--- src/rtl/cfgSmbPkg.sv ---
package cfgSmbPkg;
  localparam int NUM_BYTES = 7;
  localparam int IDX_W = $clog2(NUM_BYTES);
  localparam int ID_BYTE = 4;
  localparam int DEV_BYTE = 5;
  localparam int CNT_BYTE = 6;
  localparam logic [3:0] VENDOR_ID = 4'b0001;
  localparam logic [7:0] DEVICE_ID = 8'h08;
  localparam logic [6:0] DEV_ADDR = 7'h6E;

  typedef struct packed {
    logic wrEn;
    logic [IDX_W-1:0] idx;
    logic [7:0] data;
  } regStrobe_t;

  typedef enum logic [2:0] {
    ST_IDLE, ST_RX, ST_RXACK_WAIT, ST_RXACK, ST_TX, ST_TXACK, ST_TXACK_WAIT
  } busState_t;
endpackage

--- src/rtl/cfgSmbSync.sv ---
module cfgSmbSync #(
  parameter int SYNC_STAGES = 2
) (
  input  logic clk,
  input  logic rstN,
  input  logic sclIn,
  input  logic sdaIn,
  output logic sclLevel,
  output logic sdaLevel,
  output logic sclRise,
  output logic sclFall,
  output logic startDet,
  output logic stopDet
);
  logic [SYNC_STAGES-1:0] sclPipe, sdaPipe;
  logic sclPrev, sdaPrev;

  always_ff @(posedge clk or negedge rstN) begin
    if (!rstN) begin
      sclPipe <= '1;
      sdaPipe <= '1;
      sclPrev <= 1'b1;
      sdaPrev <= 1'b1;
    end else begin
      sclPipe <= {sclPipe[SYNC_STAGES-2:0], sclIn};
      sdaPipe <= {sdaPipe[SYNC_STAGES-2:0], sdaIn};
      sclPrev <= sclPipe[SYNC_STAGES-1];
      sdaPrev <= sdaPipe[SYNC_STAGES-1];
    end
  end

  assign sclLevel = sclPipe[SYNC_STAGES-1];
  assign sdaLevel = sdaPipe[SYNC_STAGES-1];
  assign sclRise  = sclLevel & ~sclPrev;
  assign sclFall  = ~sclLevel & sclPrev;
  assign startDet = sclLevel & sclPrev & sdaPrev & ~sdaLevel;
  assign stopDet  = sclLevel & sclPrev & ~sdaPrev & sdaLevel;
endmodule

--- src/rtl/cfgSmbCtrl.sv ---
module cfgSmbCtrl
  import cfgSmbPkg::*;
(
  input  logic             clk,
  input  logic             rstN,
  input  logic             sclLevel,
  input  logic             sclRise,
  input  logic             sclFall,
  input  logic             sdaLevel,
  input  logic             startDet,
  input  logic             stopDet,
  input  logic [7:0]       rdByte,
  input  logic [7:0]       byteCount,
  output logic [IDX_W-1:0] rdIdx,
  output regStrobe_t       strobe,
  output logic             sdaDriveLow
);
  localparam logic [7:0] NB8 = 8'(NUM_BYTES);

  busState_t state;
  logic [7:0] shiftReg, xferIdx, limit;
  logic [2:0] bitCnt;
  logic isAddr, isRead, haveCount, ackFlag;
  logic [7:0] rxByte, txNext, idxNext;
  logic inWindow;

  always_comb begin
    rxByte   = {shiftReg[6:0], sdaLevel};
    inWindow = (xferIdx < limit) && (xferIdx < NB8);
    txNext   = inWindow ? rdByte : 8'hFF;
    idxNext  = (xferIdx == 8'hFF) ? xferIdx : xferIdx + 8'd1;
  end

  assign rdIdx = xferIdx[IDX_W-1:0];
  assign sdaDriveLow = ((state == ST_RXACK) && ackFlag) ||
                       ((state == ST_TX) && !shiftReg[7]);

  always_ff @(posedge clk or negedge rstN) begin
    if (!rstN) begin
      state     <= ST_IDLE;
      shiftReg  <= 8'hFF;
      xferIdx   <= '0;
      limit     <= '0;
      bitCnt    <= '0;
      isAddr    <= 1'b0;
      isRead    <= 1'b0;
      haveCount <= 1'b0;
      ackFlag   <= 1'b0;
      strobe    <= '0;
    end else begin
      strobe <= '0;
      if (startDet) begin
        state     <= ST_RX;
        bitCnt    <= '0;
        isAddr    <= 1'b1;
        isRead    <= 1'b0;
        haveCount <= 1'b0;
        ackFlag   <= 1'b0;
        xferIdx   <= '0;
        shiftReg  <= 8'hFF;
      end else if (stopDet) begin
        state    <= ST_IDLE;
        shiftReg <= 8'hFF;
      end else begin
        unique case (state)
          ST_RX: if (sclRise) begin
            shiftReg <= rxByte;
            bitCnt   <= bitCnt + 3'd1;
            if (bitCnt == 3'd7) begin
              state <= ST_RXACK_WAIT;
              if (isAddr) begin
                ackFlag <= (rxByte[7:1] == DEV_ADDR);
                isRead  <= rxByte[0];
                isAddr  <= 1'b0;
              end else if (!haveCount) begin
                limit     <= rxByte;
                haveCount <= 1'b1;
                ackFlag   <= 1'b1;
              end else begin
                ackFlag <= 1'b1;
                if (inWindow) begin
                  strobe.wrEn <= 1'b1;
                  strobe.idx  <= xferIdx[IDX_W-1:0];
                  strobe.data <= rxByte;
                end
                xferIdx <= idxNext;
              end
            end
          end
          ST_RXACK_WAIT: if (sclFall) state <= ST_RXACK;
          ST_RXACK: if (sclFall) begin
            bitCnt <= '0;
            if (!ackFlag) begin
              state <= ST_IDLE;
            end else if (isRead) begin
              shiftReg <= byteCount;
              limit    <= byteCount;
              xferIdx  <= '0;
              state    <= ST_TX;
            end else begin
              state <= ST_RX;
            end
          end
          ST_TX: if (sclFall) begin
            if (bitCnt == 3'd7) begin
              state    <= ST_TXACK;
              shiftReg <= 8'hFF;
            end else begin
              shiftReg <= {shiftReg[6:0], 1'b1};
              bitCnt   <= bitCnt + 3'd1;
            end
          end
          ST_TXACK: if (sclRise) state <= sdaLevel ? ST_IDLE : ST_TXACK_WAIT;
          ST_TXACK_WAIT: if (sclFall) begin
            shiftReg <= txNext;
            xferIdx  <= idxNext;
            bitCnt   <= '0;
            state    <= ST_TX;
          end
          default: ;
        endcase
      end
    end
  end

  AST_WR_IN_RANGE: assert property (@(posedge clk) disable iff (!rstN)
    strobe.wrEn |-> (int'(strobe.idx) < NUM_BYTES));
  AST_STOP_RELEASE: assert property (@(posedge clk) disable iff (!rstN)
    stopDet |=> !sdaDriveLow);
  AST_START_REARM: assert property (@(posedge clk) disable iff (!rstN)
    startDet |=> (state == ST_RX && bitCnt == 3'd0 && isAddr));
  AST_SINGLE_WRITE: assert property (@(posedge clk) disable iff (!rstN)
    strobe.wrEn |=> !strobe.wrEn);
  AST_SDA_LOW_PHASE: assert property (@(posedge clk) disable iff (!rstN)
    !$stable(sdaDriveLow) |-> !sclLevel);
endmodule

--- src/rtl/cfgSmbRegs.sv ---
module cfgSmbRegs
  import cfgSmbPkg::*;
#(
  parameter logic [3:0] REV_ID = 4'h2
) (
  input  logic             clk,
  input  logic             rstN,
  input  regStrobe_t       strobe,
  input  logic [IDX_W-1:0] rdIdx,
  output logic [7:0]       rdByte,
  output logic [7:0]       byteCount,
  output logic             pdHiZ,
  output logic             stopHiZ,
  output logic             pllBwLow,
  output logic             pllZeroDelay,
  output logic             divBypass,
  output logic [7:0]       outEnable,
  output logic [7:0]       outStoppable
);
  function automatic logic [7:0] resetVal(int i);
    case (i)
      0:        return 8'h07;
      1:        return 8'hFF;
      ID_BYTE:  return {REV_ID, VENDOR_ID};
      DEV_BYTE: return DEVICE_ID;
      CNT_BYTE: return 8'h05;
      default:  return 8'h00;
    endcase
  endfunction

  logic [7:0] bytes [NUM_BYTES];
  logic [NUM_BYTES*8-1:0] flat;

  for (genvar g = 0; g < NUM_BYTES; g++) begin : gByte
    if (g == ID_BYTE || g == DEV_BYTE) begin : gRo
      assign bytes[g] = resetVal(g);
    end else begin : gRw
      always_ff @(posedge clk or negedge rstN) begin
        if (!rstN) bytes[g] <= resetVal(g);
        else if (strobe.wrEn && strobe.idx == IDX_W'(g)) bytes[g] <= strobe.data;
      end
    end
  end

  always_comb begin
    for (int i = 0; i < NUM_BYTES; i++) flat[i*8 +: 8] = bytes[i];
    rdByte = (int'(rdIdx) < NUM_BYTES) ? bytes[rdIdx] : 8'hFF;
  end

  assign byteCount    = bytes[CNT_BYTE];
  assign divBypass    = bytes[0][0];
  assign pllZeroDelay = bytes[0][1];
  assign pllBwLow     = bytes[0][2];
  assign stopHiZ      = bytes[0][6];
  assign pdHiZ        = bytes[0][7];
  assign outEnable    = bytes[1];
  assign outStoppable = bytes[2];

  AST_HOLD_NO_WRITE: assert property (@(posedge clk) disable iff (!rstN)
    !strobe.wrEn |=> $stable(flat));
  AST_RO_DISCARD: assert property (@(posedge clk) disable iff (!rstN)
    (strobe.wrEn && (int'(strobe.idx) == ID_BYTE || int'(strobe.idx) == DEV_BYTE))
    |=> $stable(flat));
endmodule

--- src/rtl/cfgSmbSlave.sv ---
module cfgSmbSlave
  import cfgSmbPkg::*;
#(
  parameter logic [3:0] REV_ID = 4'h2,
  parameter int SYNC_STAGES = 2
) (
  input  logic       clk,
  input  logic       rstN,
  input  logic       sclIn,
  input  logic       sdaIn,
  output logic       sdaDriveLow,
  output logic       pdHiZ,
  output logic       stopHiZ,
  output logic       pllBwLow,
  output logic       pllZeroDelay,
  output logic       divBypass,
  output logic [7:0] outEnable,
  output logic [7:0] outStoppable
);
  logic sclLevel, sdaLevel, sclRise, sclFall, startDet, stopDet;
  logic [7:0] rdByte, byteCount;
  logic [IDX_W-1:0] rdIdx;
  regStrobe_t strobe;

  cfgSmbSync #(.SYNC_STAGES(SYNC_STAGES)) uSync (
    .clk(clk), .rstN(rstN), .sclIn(sclIn), .sdaIn(sdaIn),
    .sclLevel(sclLevel), .sdaLevel(sdaLevel), .sclRise(sclRise),
    .sclFall(sclFall), .startDet(startDet), .stopDet(stopDet));

  cfgSmbCtrl uCtrl (
    .clk(clk), .rstN(rstN), .sclLevel(sclLevel), .sclRise(sclRise),
    .sclFall(sclFall), .sdaLevel(sdaLevel), .startDet(startDet),
    .stopDet(stopDet), .rdByte(rdByte), .byteCount(byteCount),
    .rdIdx(rdIdx), .strobe(strobe), .sdaDriveLow(sdaDriveLow));

  cfgSmbRegs #(.REV_ID(REV_ID)) uRegs (
    .clk(clk), .rstN(rstN), .strobe(strobe), .rdIdx(rdIdx),
    .rdByte(rdByte), .byteCount(byteCount), .pdHiZ(pdHiZ),
    .stopHiZ(stopHiZ), .pllBwLow(pllBwLow), .pllZeroDelay(pllZeroDelay),
    .divBypass(divBypass), .outEnable(outEnable), .outStoppable(outStoppable));
endmodule

--- config.mk ---
export PLATFORM = sky130hd
export DESIGN_NAME = cfgSmbSlave
export DESIGN_NICKNAME = d
export VERILOG_FILES = /design/src/rtl/cfgSmbPkg.sv /design/src/rtl/cfgSmbSync.sv /design/src/rtl/cfgSmbCtrl.sv /design/src/rtl/cfgSmbRegs.sv /design/src/rtl/cfgSmbSlave.sv
export SDC_FILE = /design/constraint.sdc
export NUM_CORES = 1
export LEC_CHECK = 0
export BUFFER_PORTS_ARGS = -buffer_cell sky130_fd_sc_hd__buf_2
export CAP_MARGIN = 20
export CORE_ASPECT_RATIO = 0.8
export CORE_MARGIN = 3
export CORE_UTILIZATION = 58
export CTS_CLUSTER_SIZE = 40
export DETAILED_ROUTE_END_ITERATION = 8
export HOLD_SLACK_MARGIN = 0.06
export PLACE_DENSITY = 0.87
export SLEW_MARGIN = 20
export SYNTH_ARGS = -nofsm -noshare
export SYNTH_HDL_FRONTEND = slang
export SYNTH_SLANG_ARGS = --single-unit
--- constraint.sdc ---
create_clock -name clk -period 4.9 [get_ports clk]
set_input_delay 0.735 -clock clk [delete_from_list [all_inputs] [get_ports clk]]
set_output_delay 0.735 -clock clk [all_outputs]
set_load 0.005 [all_outputs]
-- Yosys cells after proc, flatten, opt, wreduce, memory -nomap -nowiden
Cells that the tools add are included.
- register bits after elaboration: 92
- output and inout bits: 22
- logic and storage cells: 197
- add/sub/neg operators: 2
- order comparisons: 4
- equality and inequality tests: 43
- muxes and demuxes: 84
- bitwise operators: 14
- reductions and logical operators: 29
- operator list (kind ; number):
    $mux W8 ; 28
    $mux W12 ; 8
    $mux W3 ; 19
    $pmux W8 S4 ; 1
    $ne A4 B4 Y1 const B ; 7
    $bmux W8 S3 ; 1
    $pmux W8 S3 ; 1
    $mux W1 ; 23
    $reduce_and A10 Y1 ; 2
    $ne A3 B3 Y1 const B ; 6
    $pmux W3 S6 ; 1
    $pmux W8 S2 ; 1
    $eq A3 B3 Y1 const B ; 5
    $eq A3 B2 Y1 const B ; 4
    $ne A2 B2 Y1 const B ; 6
    $ne A3 B2 Y1 const B ; 4
    $ne A4 B3 Y1 const B ; 3
    $reduce_and A5 Y1 ; 2
    $reduce_bool A2 Y1 ; 5
    $pmux W3 S3 ; 1
    $reduce_and A9 Y1 ; 1
    $add A8 B1 Y8 const B ; 1
    $eq A8 B8 Y1 const B ; 1
    $logic_and A1 B1 Y1 ; 8
    22 further kinds ; 37

-- Logic depth before layout (Yosys ltp)
- depth in word-level cells: 10
- depth in mapped cells: 8
- gate-level depth less buffers: 7

-- Hierarchy
From an unflattened synthesis, not the netlist that was laid out.
- cells, all modules: 503
- area, all modules: 5172.5 µm²
- modules (own cells, without submodules) (module ; times used ; cells each ; area each (µm²)):
    cfgSmbCtrl ; 1 ; 329 ; 2885.3
    cfgSmbRegs ; 1 ; 164 ; 2097.0
    cfgSmbSync ; 1 ; 10 ; 190.2

-- Worst setup path before layout
No wires, ideal clock.
- kind: reg-to-reg
- from: register uCtrl.xferIdx[2]
- to: register, netlist name uCtrl.strobe[0]
- setup time: 0.065 ns
- arrival: 1.900 ns
- path slack: 2.935 ns
- cell stages (with the launch flop): 8
- buffers on the path: 1
- cells stage by stage: dfrtp_1 ha_1 a211oi_1 o21ai_0 a41oi_2 and3_1 buf_2 o211a_1
- cells in the longest elaborated chain, start to end: 10
- RTL lines (what ; RTL line ; source):
    start, declared ; cfgSmbCtrl.sv:21 ; logic [7:0] shiftReg, xferIdx, limit;
    start signal, assigned ; cfgSmbCtrl.sv:86 ; xferIdx <= idxNext;
    start signal, assigned ; cfgSmbCtrl.sv:116 ; xferIdx <= idxNext;
    $lt A8 B8 Y1 or $lt A8 B3 Y1 (tied branches) ; cfgSmbCtrl.sv:29 ; inWindow = (xferIdx < limit) && (xferIdx < NB8);
    $logic_and A1 B1 Y1 * ; cfgSmbCtrl.sv:29 ;
    $mux W12 * ; cfgSmbCtrl.sv:81 ; if (inWindow) begin
    $mux W12 * ; cfgSmbCtrl.sv:75 ; end else if (!haveCount) begin
    $mux W12 * ; cfgSmbCtrl.sv:71 ; if (isAddr) begin
    $mux W12 * ; cfgSmbCtrl.sv:69 ; if (bitCnt == 3'd7) begin
    $mux W12 * ; cfgSmbCtrl.sv:66 ; ST_RX: if (sclRise) begin
    $mux W12 * ; cfgSmbCtrl.sv:65 ; unique case (state)
    $mux W12 * ; cfgSmbCtrl.sv:61 ; end else if (stopDet) begin
    $mux W12 * ; cfgSmbCtrl.sv:52 ; if (startDet) begin
Every way passes the cells marked *; elsewhere a longest branch is shown, timed or not.
A chain may end at the register's enable or synchronous reset.

-- Worst setup path in the final report
- from: register uCtrl.xferIdx[2]
- to: register, netlist name uCtrl.strobe[0]
- cells in the longest elaborated chain, start to end: 10
- RTL lines (what ; RTL line):
    $lt A8 B8 Y1 or $lt A8 B3 Y1 (tied branches) ; cfgSmbCtrl.sv:29
    $logic_and A1 B1 Y1 * ; cfgSmbCtrl.sv:29
    $mux W12 * ; cfgSmbCtrl.sv:81
    $mux W12 * ; cfgSmbCtrl.sv:75
    $mux W12 * ; cfgSmbCtrl.sv:71
    $mux W12 * ; cfgSmbCtrl.sv:69
    $mux W12 * ; cfgSmbCtrl.sv:66
    $mux W12 * ; cfgSmbCtrl.sv:65
    $mux W12 * ; cfgSmbCtrl.sv:61
    $mux W12 * ; cfgSmbCtrl.sv:52
Marks and branches as above.

==> metrics.csv <==
stage,metric,value,unit
status,outcome,"complete, no violations",
synth,largest family of logic cells by synthesized area,simple AND/OR/NAND/NOR gates,
die,Initial Utilization,60.8,%
place,Placer Congestion,0.910,
die,Die Area,9590,um2
clock_tree,"Setup Fix Bufs, Post-CTS",0,
critical_path,critical path data arrival time,3090,ps
clock_tree,worst skew pair latency,360,ps
power,power density over the cells,407,nW/um2
power,Pwr Total,2.10,mW
clock_tree,clock sinks,92,
timing,Fin. Hold Viols,0,
synth,Mapped Nets,470,
timing,skew final,11.5,ps
critical_path,crit-path cells,ha_1 > a211oi_1 > o21ai_0 > a41oi_2 > and3_1 > o211a_1,
timing,setup TNS,0,ps
synth,Synth Area in Adders,2.55,%
clock_tree,CTS tree,built,
critical_path,crit-path max FO,25,
place,placed insts,554,
timing,Max-slew headroom,32.2,%
synth,post-synthesis compound-gate area fraction,13.8,%
place,post-DP HPWL,7360,um
synth,register area share after synthesis,47.7,%
synth,xor and xnor area share after synthesis,0.358,%
critical_path,Crit path depth,6,
synth,mux cell area share after synthesis,13.7,%
finish,Non-Filler Instances,570,
synth,synthesized area per cell,10.7,um2
synth,Synth area leaders,"dfrtp_1, dfstp_2, mux2_2",
clock_tree,CTS root buf,clkbuf_8,
critical_path,crit path kind,reg2reg,
drt,"wirelength, routed",10700,um
global_route,largest net degree at the start of global routing,53,
timing,Slew @ Worst Pin,1020,ps
synth,post-synth cell types,61,
clock_tree,# hold bufs at CTS,0,
place,PortBufs,25,
clock_tree,post-CTS sizing,0,
die,placeable core area,8060,um2
die,Die X,109,um
critical_path,Startpoint Class,flop,
synth,ys async rst share,100,%
critical_path,FF-to-FF setup slack,2120,ps
critical_path,WP data required,5200,ps
critical_path,R2R cell count,6,
finish,diode count,0,
drt,via count,3687,
synth,Yosys reg bits,92,
clock_tree,Num CTS Buffers,9,
critical_path,number of buffers and inverters on the critical path,0,
synth,top-count cell post-synth,dfrtp_1,
drt,vias per cell,6.47,
timing,fmax,0.359,GHz
die,die height,88.2,um
synth,Synth Flop Type,dfrtp_1,
finish,Reg area,2340,um2
synth,Post-Syn Instances,456,
synth,top cell type by total area after synthesis,dfrtp_1,
die,Rows,29,
drt,DRT iter0 DRCs,329,
finish,layout cells sized above 1,27.7,%
synth,top-area cell type share of the netlist area,33.2,%
global_route,vias in the first global route,3491,
job,Max Cap Violations,0,
finish,multi-input logic area,2290,um2
clock_tree,clock buffer depth,2,
finish,Syn-to-layout area delta,5.24,%
global_route,GRT Resource Usage Total,24.3,%
timing,RSZ-0062 raised after global routing,no,
power,Pleak,2.38,nW
clock_tree,clock-pin slew on the worst setup and hold paths,100,ps
timing,Hold Slack,361,ps
timing,Max Transition Viols Final,0,
timing,post-route minimum period,2780,ps
synth,Ys Warns,0,
clock_tree,H-tree depth,3,
critical_path,CP Capture Type,flop,
synth,Mapped Area,4900,um2
timing,Tcrit/Tclk final,56.8,%
die,IO Count,26,
global_route,first-pass GRT wire length,18000,um
timing,final setup fails,0,
synth,commonest cells in the netlist,"dfrtp_1, nand2_1, mux2_2, dfstp_2, o21ai_0",
global_route,gr ovfl total,0,
critical_path,max incr delay on CP,800,ps
finish,nets@finish,471,
synth,post-synthesis simple-gate area fraction,16.5,%
critical_path,Top Family by Delay on Critical Path,compound AO/OA/AOI/OAI gates,
drt,ANT nets after route,0,
synth,number of synthesized flops with an enable pin,0,
worst_hold_path,Hold Path Class,reg2reg,
power,worst IR drop on VDD,173,uV
critical_path,Crit-path slowest cell,dfrtp_1,
global_route,initial antenna violation count,0,
finish,fin area,5150,um2
drt,Wirelength per Cell,18.8,um
drt,DRT Pass-1 Iters,5,
finish,Filler Cell Count,667,
worst_hold_path,hold path cells,0,
drt,# DRC,0,
place,placed cell areas,4950,um2
[routing by layer]
metal / vias up / global-route usage (%) / wire length (um)
li1: 1653 / - / -
met1: 1847 / 35.9 / 4980
met4: 0 / 7.34 / 138
met2: 168 / 37.2 / 4890
met3: 19 / 3.98 / 711
met5: - / 0 / 0
[cells by family after synthesis]
kind of cell	after synthesis
and+or+nand+nor	148
AOI/OAI and AO/OA	102
DFF	92
muxes	53
buffers and inverters	49
adders and majority gates	10
xor gates and xnor gates	2
[final timing paths]
path                             startpoint                 to
hold reg to reg            uSync.sclPipe[0]   uSync.sclPipe[1]
setup / recovery           uCtrl.xferIdx[2]    uCtrl.strobe[0]
hold / removal             uSync.sclPipe[0]   uSync.sclPipe[1]
max in group asynchronous              rstN  uCtrl.shiftReg[1]
min in group asynchronous              rstN   uCtrl.xferIdx[7]
setup reg to reg           uCtrl.xferIdx[2]    uCtrl.strobe[0]
[through the flow]
step                      setup slack [ps]  utilization, %
after floorplan                       2930               -
after global placement                2300            61.5
after detailed placement              2210            61.5
after CTS                             2160            64.0
after global routing                  1890            64.0
final                                 2120            64.0
[final cells by class]
| class | count | share of cell area [%] |
|---|---|---|
| flip-flops and latches | 92 | 45.3 |
| multi-input cells | 315 | 44.5 |
| repair buffers | 27 | 2.77 |
| well taps | 108 | 2.62 |
| clock buffers | 10 | 2.48 |
| clock inverters | 6 | 1.41 |
| inverters | 12 | 0.874 |
[power by group]
group          internal (mW)  total, mW  switching [mW]
registers              0.838       1.03           0.192
logic                  0.232      0.539           0.308
clock network          0.243      0.526           0.283
total                   1.31       2.10           0.783
[cell usage in the layout (no fill, tap or decap), drive strengths merged, types with 5 or more instances in the layout]
| master | Yosys | layout |
|---|---|---|
| dfrtp | 65 | 65 |
| nand2 | 52 | 52 |
| mux2 | 42 | 42 |
| o21ai | 28 | 28 |
| dfstp | 27 | 27 |
| buf | 27 | 27 |
| nor2 | 22 | 22 |
| a21oi | 20 | 20 |
| inv | 12 | 14 |
| nand4 | 12 | 12 |
| a31oi | 11 | 11 |
| and2 | 10 | 10 |
| ha | 10 | 10 |
| clkbuf | 10 | 10 |
| o22a | 9 | 9 |
| nand3 | 8 | 8 |
| mux4 | 7 | 7 |
| nor3b | 7 | 7 |
| nand3b | 6 | 6 |
| nand2b | 6 | 6 |
| a21o | 5 | 5 |
| o211ai | 5 | 5 |
[state kept, by name, indices dropped and copies added, names as in the netlist]
name	cells
uRegs.divBypass	1
uCtrl.isAddr	1
uCtrl.state	3
uSync.sclPipe	2
uRegs.pdHiZ	1
uCtrl.shiftReg	8
uRegs.stopHiZ	1
uSync.sclPrev	1
uCtrl.xferIdx	8
uCtrl.limit	8
uCtrl.ackFlag	1
uRegs.outStoppable	8
uCtrl.bitCnt	3
uRegs.pllZeroDelay	1
uCtrl.haveCount	1
uSync.sdaPipe	2
uRegs.byteCount	8
uCtrl.isRead	1
uCtrl.strobe	12
uRegs.pllBwLow	1
uRegs.outEnable	8
uRegs.bytes	11
uSync.sdaPrev	1
[worst reg2reg max path: cells and delay by family (launching register included)]
| kind | cells | cell delay, ps |
|---|---|---|
| AO/OA/AOI/OAI | 4 | 1100 |
| adder cells (fa/ha/maj) | 1 | 370 |
| flip-flops | 1 | 800 |
| AND/OR/NAND/NOR | 1 | 490 |
Note: power is estimated with default switching activity, not from simulation.
